File: src/rtl/spi_burst_master.sv
`timescale 1ns/1ps
module spi_burst_master #(
  parameter int FIFO_DEPTH  = 64,
  parameter int CNT_W       = 8,
  parameter int DIV_W       = 8,
  parameter int DIV_RESET   = 2,
  parameter int SRST_CYCLES = 4
) (
  input  logic        clk,
  input  logic        rst_n,
  input  logic        reg_we,
  input  logic        reg_re,
  input  logic [2:0]  reg_addr,
  input  logic [31:0] reg_wdata,
  output logic [31:0] reg_rdata,
  output logic        spi_sclk,
  output logic        spi_mosi,
  input  logic        spi_miso,
  output logic        spi_cs_n
);

  localparam int PTR_W = $clog2(FIFO_DEPTH);
  localparam int LVL_W = PTR_W + 1;
  localparam int SR_W  = $clog2(SRST_CYCLES + 1);
  localparam logic [LVL_W-1:0] FULL = LVL_W'(FIFO_DEPTH);

  localparam logic [2:0] A_CTRL = 3'd0;
  localparam logic [2:0] A_HALF = 3'd1;
  localparam logic [2:0] A_BRST = 3'd2;
  localparam logic [2:0] A_TXC  = 3'd3;
  localparam logic [2:0] A_STAT = 3'd4;
  localparam logic [2:0] A_TXD  = 3'd5;
  localparam logic [2:0] A_RXD  = 3'd6;

  // configuration
  logic             en_q, mst_q;
  logic [DIV_W-1:0] half_q;
  logic [CNT_W-1:0] burst_q, txcnt_q;
  logic [SR_W-1:0]  sr_cnt;
  wire              sr_act = (sr_cnt != '0);

  // fifos
  logic [7:0]       txm [FIFO_DEPTH];
  logic [7:0]       rxm [FIFO_DEPTH];
  logic [PTR_W-1:0] txw, txr, rxw, rxr;
  logic [LVL_W-1:0] txl, rxl;

  // engine
  logic             busy, cs_q, sclk_q;
  logic [2:0]       bit_q;
  logic [DIV_W-1:0] dcnt;
  logic [CNT_W-1:0] left_q, txleft_q;
  logic [7:0]       sh_tx, sh_rx;

  wire unused_wbits = ^reg_wdata[30:8];

  wire wr_ctrl = reg_we && (reg_addr == A_CTRL) && !sr_act;
  wire start   = wr_ctrl && reg_wdata[4] && reg_wdata[0] && reg_wdata[1] &&
                 !reg_wdata[31] && !busy && (burst_q != '0);

  wire [DIV_W-1:0] half_v = (half_q == '0) ? DIV_W'(1) : half_q;
  wire tick     = busy && (dcnt == half_v - DIV_W'(1));
  wire rise     = tick && !sclk_q;
  wire fall     = tick && sclk_q;
  wire byte_end = fall && (bit_q == 3'd7);
  wire last     = byte_end && (left_q == CNT_W'(1));
  wire load     = start || (byte_end && !last);

  wire [CNT_W-1:0] tl_src = start ? txcnt_q : txleft_q;
  wire tx_pop  = load && (tl_src != '0) && (txl != '0);
  wire [7:0] nxt_byte = tx_pop ? txm[txr] : 8'h00;

  wire tx_push = reg_we && (reg_addr == A_TXD) && !sr_act && (txl != FULL);
  wire tx_clr  = sr_act || (wr_ctrl && reg_wdata[2]);
  wire rx_push = byte_end && (rxl != FULL);
  wire rx_pop  = reg_re && (reg_addr == A_RXD) && !sr_act && (rxl != '0);
  wire rx_clr  = sr_act || (wr_ctrl && reg_wdata[3]);

  always_ff @(posedge clk or negedge rst_n) begin
    if (!rst_n) begin
      en_q    <= 1'b0;
      mst_q   <= 1'b0;
      half_q  <= DIV_W'(DIV_RESET);
      burst_q <= '0;
      txcnt_q <= '0;
      sr_cnt  <= '0;
    end else if (sr_act) begin
      sr_cnt  <= sr_cnt - SR_W'(1);
      burst_q <= '0;
      txcnt_q <= '0;
    end else if (reg_we) begin
      case (reg_addr)
        A_CTRL: begin
          en_q  <= reg_wdata[0];
          mst_q <= reg_wdata[1];
          if (reg_wdata[31]) sr_cnt <= SR_W'(SRST_CYCLES);
        end
        A_HALF:  half_q  <= reg_wdata[DIV_W-1:0];
        A_BRST:  burst_q <= reg_wdata[CNT_W-1:0];
        A_TXC:   txcnt_q <= reg_wdata[CNT_W-1:0];
        default: ;
      endcase
    end
  end

  always_ff @(posedge clk) begin
    if (tx_push) txm[txw] <= reg_wdata[7:0];
    if (rx_push) rxm[rxw] <= sh_rx;
  end

  always_ff @(posedge clk or negedge rst_n) begin
    if (!rst_n) begin
      txw <= '0; txr <= '0; txl <= '0;
    end else if (tx_clr) begin
      txw <= '0; txr <= '0; txl <= '0;
    end else begin
      if (tx_push) txw <= txw + PTR_W'(1);
      if (tx_pop)  txr <= txr + PTR_W'(1);
      txl <= txl + LVL_W'(tx_push) - LVL_W'(tx_pop);
    end
  end

  always_ff @(posedge clk or negedge rst_n) begin
    if (!rst_n) begin
      rxw <= '0; rxr <= '0; rxl <= '0;
    end else if (rx_clr) begin
      rxw <= '0; rxr <= '0; rxl <= '0;
    end else begin
      if (rx_push) rxw <= rxw + PTR_W'(1);
      if (rx_pop)  rxr <= rxr + PTR_W'(1);
      rxl <= rxl + LVL_W'(rx_push) - LVL_W'(rx_pop);
    end
  end

  always_ff @(posedge clk or negedge rst_n) begin
    if (!rst_n) begin
      busy <= 1'b0; cs_q <= 1'b1; sclk_q <= 1'b0;
      bit_q <= '0; dcnt <= '0; left_q <= '0; txleft_q <= '0;
      sh_tx <= '0; sh_rx <= '0;
    end else if (sr_act) begin
      busy <= 1'b0; cs_q <= 1'b1; sclk_q <= 1'b0;
      bit_q <= '0; dcnt <= '0; left_q <= '0; txleft_q <= '0;
      sh_tx <= '0; sh_rx <= '0;
    end else begin
      if (start) begin
        busy   <= 1'b1;
        cs_q   <= 1'b0;
        sclk_q <= 1'b0;
        dcnt   <= '0;
        bit_q  <= '0;
        left_q <= burst_q;
      end else if (busy) begin
        if (tick) begin
          dcnt   <= '0;
          sclk_q <= ~sclk_q;
        end else begin
          dcnt <= dcnt + DIV_W'(1);
        end
        if (rise) sh_rx <= {sh_rx[6:0], spi_miso};
        if (fall) begin
          if (bit_q == 3'd7) begin
            bit_q  <= '0;
            left_q <= left_q - CNT_W'(1);
            if (left_q == CNT_W'(1)) begin
              busy <= 1'b0;
              cs_q <= 1'b1;
            end
          end else begin
            bit_q <= bit_q + 3'd1;
            sh_tx <= {sh_tx[6:0], 1'b0};
          end
        end
      end
      if (load) begin
        sh_tx    <= nxt_byte;
        txleft_q <= (tl_src != '0) ? tl_src - CNT_W'(1) : '0;
      end
    end
  end

  always_comb begin
    reg_rdata = '0;
    case (reg_addr)
      A_CTRL: begin
        reg_rdata[0]  = en_q;
        reg_rdata[1]  = mst_q;
        reg_rdata[4]  = busy;
        reg_rdata[31] = sr_act;
      end
      A_HALF: reg_rdata[DIV_W-1:0] = half_q;
      A_BRST: reg_rdata[CNT_W-1:0] = burst_q;
      A_TXC:  reg_rdata[CNT_W-1:0] = txcnt_q;
      A_STAT: begin
        reg_rdata[6:0]  = 7'(rxl);
        reg_rdata[14:8] = 7'(txl);
        reg_rdata[16]   = busy;
      end
      A_RXD:  if (rxl != '0) reg_rdata[7:0] = rxm[rxr];
      default: ;
    endcase
  end

  assign spi_sclk = sclk_q;
  assign spi_cs_n = cs_q;
  assign spi_mosi = busy & sh_tx[7];

  AST_CS_LOW_IN_BURST: assert property (@(posedge clk) disable iff (!rst_n)
    busy |-> !spi_cs_n);
  AST_CS_HIGH_AT_END: assert property (@(posedge clk) disable iff (!rst_n)
    $fell(busy) |-> spi_cs_n);
  AST_START_NEEDS_MODE: assert property (@(posedge clk) disable iff (!rst_n)
    $rose(busy) |-> (en_q && mst_q));
  AST_SRST_STOPS: assert property (@(posedge clk) disable iff (!rst_n)
    sr_act |=> (!busy && txl == '0 && rxl == '0));
  AST_RX_NO_OVERFLOW: assert property (@(posedge clk) disable iff (!rst_n)
    rxl <= FULL);
  AST_TX_NO_OVERFLOW: assert property (@(posedge clk) disable iff (!rst_n)
    txl <= FULL);
  AST_IDLE_SCLK_LOW: assert property (@(posedge clk) disable iff (!rst_n)
    !busy |-> (!spi_sclk && spi_cs_n));

endmodule

File: config.mk
export PLATFORM = sky130hd
export DESIGN_NAME = spi_burst_master
export DESIGN_NICKNAME = d
export VERILOG_FILES = /design/src/rtl/spi_burst_master.sv
export SDC_FILE = /design/constraint.sdc
export NUM_CORES = 1
export LEC_CHECK = 0
export BUFFER_PORTS_ARGS = -buffer_cell sky130_fd_sc_hd__buf_4
export CAP_MARGIN = 20
export CELL_PAD_IN_SITES_DETAIL_PLACEMENT = 0
export CELL_PAD_IN_SITES_GLOBAL_PLACEMENT = 1
export CORE_MARGIN = 2
export CORE_UTILIZATION = 55
export CTS_CLUSTER_DIAMETER = 150
export DETAILED_ROUTE_END_ITERATION = 10
export HOLD_SLACK_MARGIN = 0.12
export PLACE_DENSITY = 0.8
export SKIP_LAST_GASP = 1
export SLEW_MARGIN = 10
export SYNTH_ARGS = -nofsm -noshare
export SYNTH_HDL_FRONTEND = slang
export SYNTH_SLANG_ARGS = --single-unit
File: constraint.sdc
create_clock -name clk -period 5.75 [get_ports clk]
set_input_delay 1.725 -clock clk [delete_from_list [all_inputs] [get_ports clk]]
set_output_delay 1.725 -clock clk [all_outputs]
set_load 0.05 [all_outputs]
## After elaboration in Yosys (flattened, before gate mapping)

Memory sizes are Yosys's and may differ from the RTL's.
Index checks and enable logic that the tools add are counted.

| word-level totals | value |
|---|---|
| memories kept | 2 |
| output and inout port bits | 35 |
| RAM bits | 1024 |
| register bits after elaboration | 113 |
| input port bits | 40 |

Memories:

| name | depth | bits a word | read ports | clocked after memory_dff | wr ports | line | source |
|---|---|---|---|---|---|---|---|
| rxm | 64 | 8 | 1 | 0 | 1 | 44 | `logic [7:0] rxm [FIFO_DEPTH];` |
| txm | 64 | 8 | 1 | 0 | 1 | 43 | `logic [7:0] txm [FIFO_DEPTH];` |

| operators by class | value |
|---|---|
| multiplexer cells | 79 |
| eq/ne operators | 14 |
| add/sub/neg operators | 14 |
| reductions and logical operators | 70 |
| bitwise logic cells | 3 |

Operator list:

| kind | count |
|---|---|
| 2-to-1 mux 8 bit | 32 |
| 2-to-1 mux 6 bit | 8 |
| 2-to-1 mux 3 bit | 9 |
| logical AND 1 bit | 25 |
| adder 6 x 1 -> 6 bit (second input constant) | 4 |
| nonzero test 2 bit | 12 |
| nonzero test 3 bit | 8 |
| subtractor 8 x 1 -> 8 bit (second input constant) | 3 |
| 2-to-1 mux 1 bit | 22 |
| 2-to-1 mux 7 bit | 3 |
| one-hot mux 2 bit (5 select lines) | 2 |
| nonzero test 8 bit | 2 |
| AND reduction 3 bit | 5 |
| adder 7 x 1 -> 7 bit | 2 |
| inequality test 7 bit (second input constant) | 2 |
| nonzero test 7 bit | 2 |
| subtractor 7 x 1 -> 7 bit | 2 |
| equality test 3 bit (second input constant) | 4 |
| one-hot mux 2 bit (6 select lines) | 1 |
| adder 8 x 1 -> 8 bit (second input constant) | 1 |
| equality test 8 x 1 -> 1 bit (second input constant) | 1 |
| equality test 8 bit | 1 |
| zero test 8 bit | 1 |
| AND reduction 2 bit | 4 |
| other kinds (15) | 24 |

## Logic depth before layout (Yosys ltp)

| logic depth | value |
|---|---|
| word-level depth | 16 |
| gate-level depth with buffers | 24 |
| mapped depth without buffers | 22 |

## Least setup slack after synthesis

Ideal clock, no wire load.

| path | value |
|---|---|
| path kind | input to register |
| start | input reg_addr[1] |
| end | register txl[6] |
| arrival | 5.535 ns |
| required time | 5.672 ns |
| path slack | 0.137 ns |
| setup time | 0.078 ns |
| buffers on the path | 2 |
| stages | 22 |
| path through | buf_2 -> and3b_1 -> nand4_2 -> nor2_4 -> clkbuf_1 -> mux2i_1 -> ha_1 -> nand3_1 -> mux2_2 -> and3_1 -> ha_1 -> inv_1 -> ha_1 -> inv_1 -> fa_1 -> inv_1 -> a21oi_1 -> nor2_1 -> o21ai_0 -> a21oi_1 -> or3_1 -> a21oi_1 |

| on the way | value |
|---|---|
| cells in the longest elaborated chain, start to end | 15 |

Ends and longest elaborated chain:

| item | line | source |
|---|---|---|
| from (decl) | 13 | `input logic [2:0] reg_addr,` |
| zero test 3 bit | 57 | `wire wr_ctrl = reg_we && (reg_addr == A_CTRL) && !sr_act;` |
| logical AND 1 bit (2 in series) | 57 |  |
| logical AND 1 bit (4 in series) | 58 | `wire start = wr_ctrl && reg_wdata[4] && reg_wdata[0] && reg_wdata[1] &&` |
| logical AND 1 bit (2 in series) | 59 | `!reg_wdata[31] && !busy && (burst_q != '0);` |
| 2-to-1 mux 8 bit | 69 | `wire [CNT_W-1:0] tl_src = start ? txcnt_q : txleft_q;` |
| nonzero test 8 bit | 70 | `wire tx_pop = load && (tl_src != '0) && (txl != '0);` |
| logical AND 1 bit (2 in series) | 70 |  |
| subtractor 7 x 1 -> 7 bit | 119 | `txl <= txl + LVL_W'(tx_push) - LVL_W'(tx_pop);` |
| 2-to-1 mux 7 bit * | 114 | `end else if (tx_clr) begin` |
| to (signal assigned) | 119 |  |
| to (decl) | 46 | `logic [LVL_W-1:0] txl, rxl;` |

Mark *: on every way between the ends. The rest lies on a longest branch, timed or not.
A chain may end at the register's enable or synchronous reset.

## Worst setup path in the final report

| path | value |
|---|---|
| start | register rxr[0] |
| end | output reg_rdata[0] |

| on the way | value |
|---|---|
| cells in the longest elaborated chain, start to end | 3 |

Ends and longest elaborated chain:

| item | line | source |
|---|---|---|
| from (decl) | 45 | `logic [PTR_W-1:0] txw, txr, rxw, rxr;` |
| from (signal assigned) | 130 | `if (rx_pop) rxr <= rxr + PTR_W'(1);` |
| memory read (64 x 8 bit) | n/a |  |
| 2-to-1 mux 8 bit | 198 | `A_RXD: if (rxl != '0) reg_rdata[7:0] = rxm[rxr];` |
| one-hot mux 2 bit (6 select lines) | 183 | `case (reg_addr)` |
| to (decl) | 15 | `output logic [31:0] reg_rdata,` |

Every way passes these cells.

==> impl_metrics.py <==
metrics = {
    "yosys": {
        "synthCells": 2548,
        "syn-cell-area_um2": 46800,
        "synthTopCellsByArea": "edfxtp_1 (66%), mux4_2 (14%), dfrtp_1 (5.9%)",
        "yosysMostFrequentCell": "edfxtp_1",
        "synthArstFlopShare_pct": 9.94,
        "ys_ff_latch": 1137,
        "synth.avg_cell_area_um2": 18.4,
        "ys_seq_area_share_pct": 71.8,
        "ys_top_cells_by_count": "edfxtp_1 (1024), mux4_2 (292), nor2_1 (214)",
        "synth_top_area_share_pct": 65.7,
        "synth.largest_area_cell": "edfxtp_1",
        "synth_edf_count": 1024,
        "yosysWarnings": 0,
        "ys_types": 82,
        "synth-main-ff-cell": "edfxtp_1",
    },
    "cells_and_area": {
        "area_growth_pct": 11.7,
        "fillers": 5751,
        "drive_gt1_share_pct": 23.6,
        "stdcell_area_um2": 52300,
        "final-instance-count-excl-fill": 3884,
        "top_regs": "rxm x512, txm x512",
        "fin_nets": 2724,
    },
    "sta": {
        "maxSlewViolCount": 0,
        "fmax_mhz": 179,
        "period_share_pct": 97.4,
        "postLayoutSetupSlackWorst_ns": 0.149,
        "finalCriticalPeriod_ns": 5.60,
        "clock_skew_ns": 0.0348,
        "tns_ns": 0,
        "slew_headroom_pct": 20.2,
        "rsz0062_at_grt": "no",
        "hold_viol": 0,
        "setup_viol": 0,
        "worstMarginPinSlew_ns": 1.17,
    },
    "drt": {
        "vias": 24600,
        "drt_wl_total_um": 107000,
        "final_antenna_net_count": 0,
        "drt_iter0_markers": 2624,
        "first_pass_iters": 5,
        "via_per_inst": 6.33,
        "drc": 0,
        "wire_per_inst_um": 27.6,
    },
    "run_status": {
        "status": "completed",
    },
    "worst_hold_path": {
        "hold_class": "reg -> reg",
    },
    "global_route": {
        "grt_pass1_vias": 24300,
        "grt_max_degree": 69,
        "antenna_found_initial": 1,
        "grt_pass1_wl_um": 160000,
        "grt_use_total_pct": 25.0,
        "grt_overflow": 0,
    },
    "clock_tree": {
        "insertion_delay_ns": 0.69,
        "cts_sinks": 1137,
        "clk_path_buf_depth": 3,
        "cts_root_buffer": "clkbuf_16",
        "h-tree-depth": 3,
        "path_clk_slew_ns": 0.06,
        "cts_tree": "built",
        "numCtsBuffers": 110,
    },
    "placed_design": {
        "portBuffers": 36,
        "dp_cells": 3664,
        "globalplace.congestion": 0.920,
        "dpl_cell_area_um2": 48500,
        "dp_hpwl_um": 66700,
        "dp_slack_ns": 0.160,
    },
    "power": {
        "power_density_nw_per_um2": 325,
        "leakage_uw": 0.0158,
        "pwr-share-seq_pct": 53.4,
        "peakVddDrop_mv": 0.295,
        "finalPower_uw": 17000,
        "p_int_uw": 13300,
        "p_comb_share_pct": 3.9,
        "p_sw_share_pct": 21.4,
        "p_sw_uw": 3620,
        "clkPwrFrac_pct": 42.7,
    },
    "setup_path": {
        "cp_slowest_cell": "dfrtp_4",
        "crit_arrival_ns": 3.88,
        "cp_num_buf_inv": 3,
        "r2r_setup_slack_ns": 0.87,
        "cp_max_fo": 27,
        "worstPathRequired_ns": 4.03,
        "crit_type": "reg -> out",
        "cpPeakStageDelay_ns": 0.56,
        "critPathTopFamily": "multiplexers",
        "startpoint_type": "flop",
        "cp-end-kind": "output port",
        "cp_cell_sequence": "buf_12, buf_4, mux4_2, mux4_2, mux2i_1, o221ai_1, buf_4",
    },
    "floorplan": {
        "io_pins": 75,
        "die_w_um": 296,
        "die_h_um": 296,
        "num_rows": 106,
        "floorplan.initialDensity_pct": 55.7,
        "fp.dieArea_um2": 87400,
        "fp.coreArea_um2": 84000,
    },
    "flow_run": {
        "drv_cap": 0,
    },
}
==> metrics by stage <==
step / util, % / hold WS (ns)
5_1_grt: 62.3 / 0.520
3_5_place_dp: 57.8 / 0.501
2_1_floorplan: - / 0.441
4_1_cts: 62.1 / 0.509
6_report: 62.3 / 0.511
3_3_place_gp: 57.8 / 0.482
==> worst reg2reg max path, cell delays in order (launching register included) <==
cell,delay [ns]
dfrtp_1,0.50
nor4_2,0.36
a21o_1,0.21
inv_1,0.05
ha_1,0.29
xor2_1,0.15
nand3_1,0.13
nor4_4,0.40
nand3_2,0.20
nor4b_4,0.23
buf_4,0.26
inv_1,0.08
ha_1,0.28
inv_1,0.04
ha_1,0.20
inv_1,0.09
fa_1,0.21
inv_1,0.06
a21oi_1,0.15
nor2_1,0.08
o21ai_0,0.21
a21oi_1,0.12
or3_1,0.35
a21oi_1,0.16
==> placed cells by master (no fill, tap or decap), types with 26 or more instances in the layout <==
cell type	instances
inv_1	41
a21oi_1	29
mux4_2	292
nor2_1	214
ha_1	31
edfxtp_1	1024
dfrtp_1	97
clkbuf_16	111
o21ai_0	43
mux2i_1	59
o22ai_1	26
clkbuf_1	27
nand2_1	134
nand3_1	41
buf_4	117
==> final cells by class <==
type	count	area (um2)	area share, %
diodes	1	2.50	0.00479
clock inverters	67	726	1.39
clock buffers	143	2950	5.64
well taps	1134	1420	2.71
multi-input cells	1235	12400	23.7
flip-flops and latches	1137	33600	64.3
repair buffers	125	1030	1.97
inverters	42	158	0.302
==> logic make-up (layout without fill, tap and decap cells) <==
family | Yosys count | count (layout) | share of synthesized area (%)
compound gates | 201 | 201 | 2.92
xor+xnor | 38 | 38 | 0.711
fa+ha+maj | 33 | 33 | 0.915
buf+inv | 190 | 377 | 1.87
flops | 1137 | 1137 | 71.8
mux | 369 | 369 | 15.8
other cells | 1 | 16 | 0.00802
simple gates | 579 | 579 | 6.05
==> power by group through the flow <==
stage	logic [uW]	clock network [uW]	registers, uW
3_5_place_dp	663	0	9240
4_1_cts	666	7340	9070
5_1_grt	724	7640	9070
3_3_place_gp	646	0	9240
2_1_floorplan	468	0	9210
6_report	664	7240	9070
==> path summary, 6_finish.rpt <==
path,start,to,cells after the start
worst max-delay path,rxr[0],reg_rdata[0],7
worst min-delay path,spi_cs_n,spi_cs_n,2
worst max register to register,half_q[2],rxl[6],23
worst min register to register,spi_cs_n,spi_cs_n,2
max in group asynchronous,rst_n,spi_cs_n,2
min in group asynchronous,rst_n,txl[3],1
==> metal layers <==
metal | GRT usage, % | share of wire [%] | wire length (um) | vias to the layer above
met3 | 4.44 | 7.9 | 8480 | 195
li1 | - | - | - | 10400
met1 | 37.2 | 42 | 45100 | 12900
met2 | 38.6 | 48 | 51200 | 1074
met4 | 6.90 | 2.4 | 2550 | 2
met5 | 0 | 0.012 | 13 | -
==> timing repair <==
action / in CTS / in global routing
hold buffers: 0 / 0
gates resized for setup: 0 / 2
setup buffers: 0 / 6
setup endpoints to repair: 0 / 5
endpoints found under the hold margin: 0 / 0
Note: power is estimated with default switching activity, not from simulation.
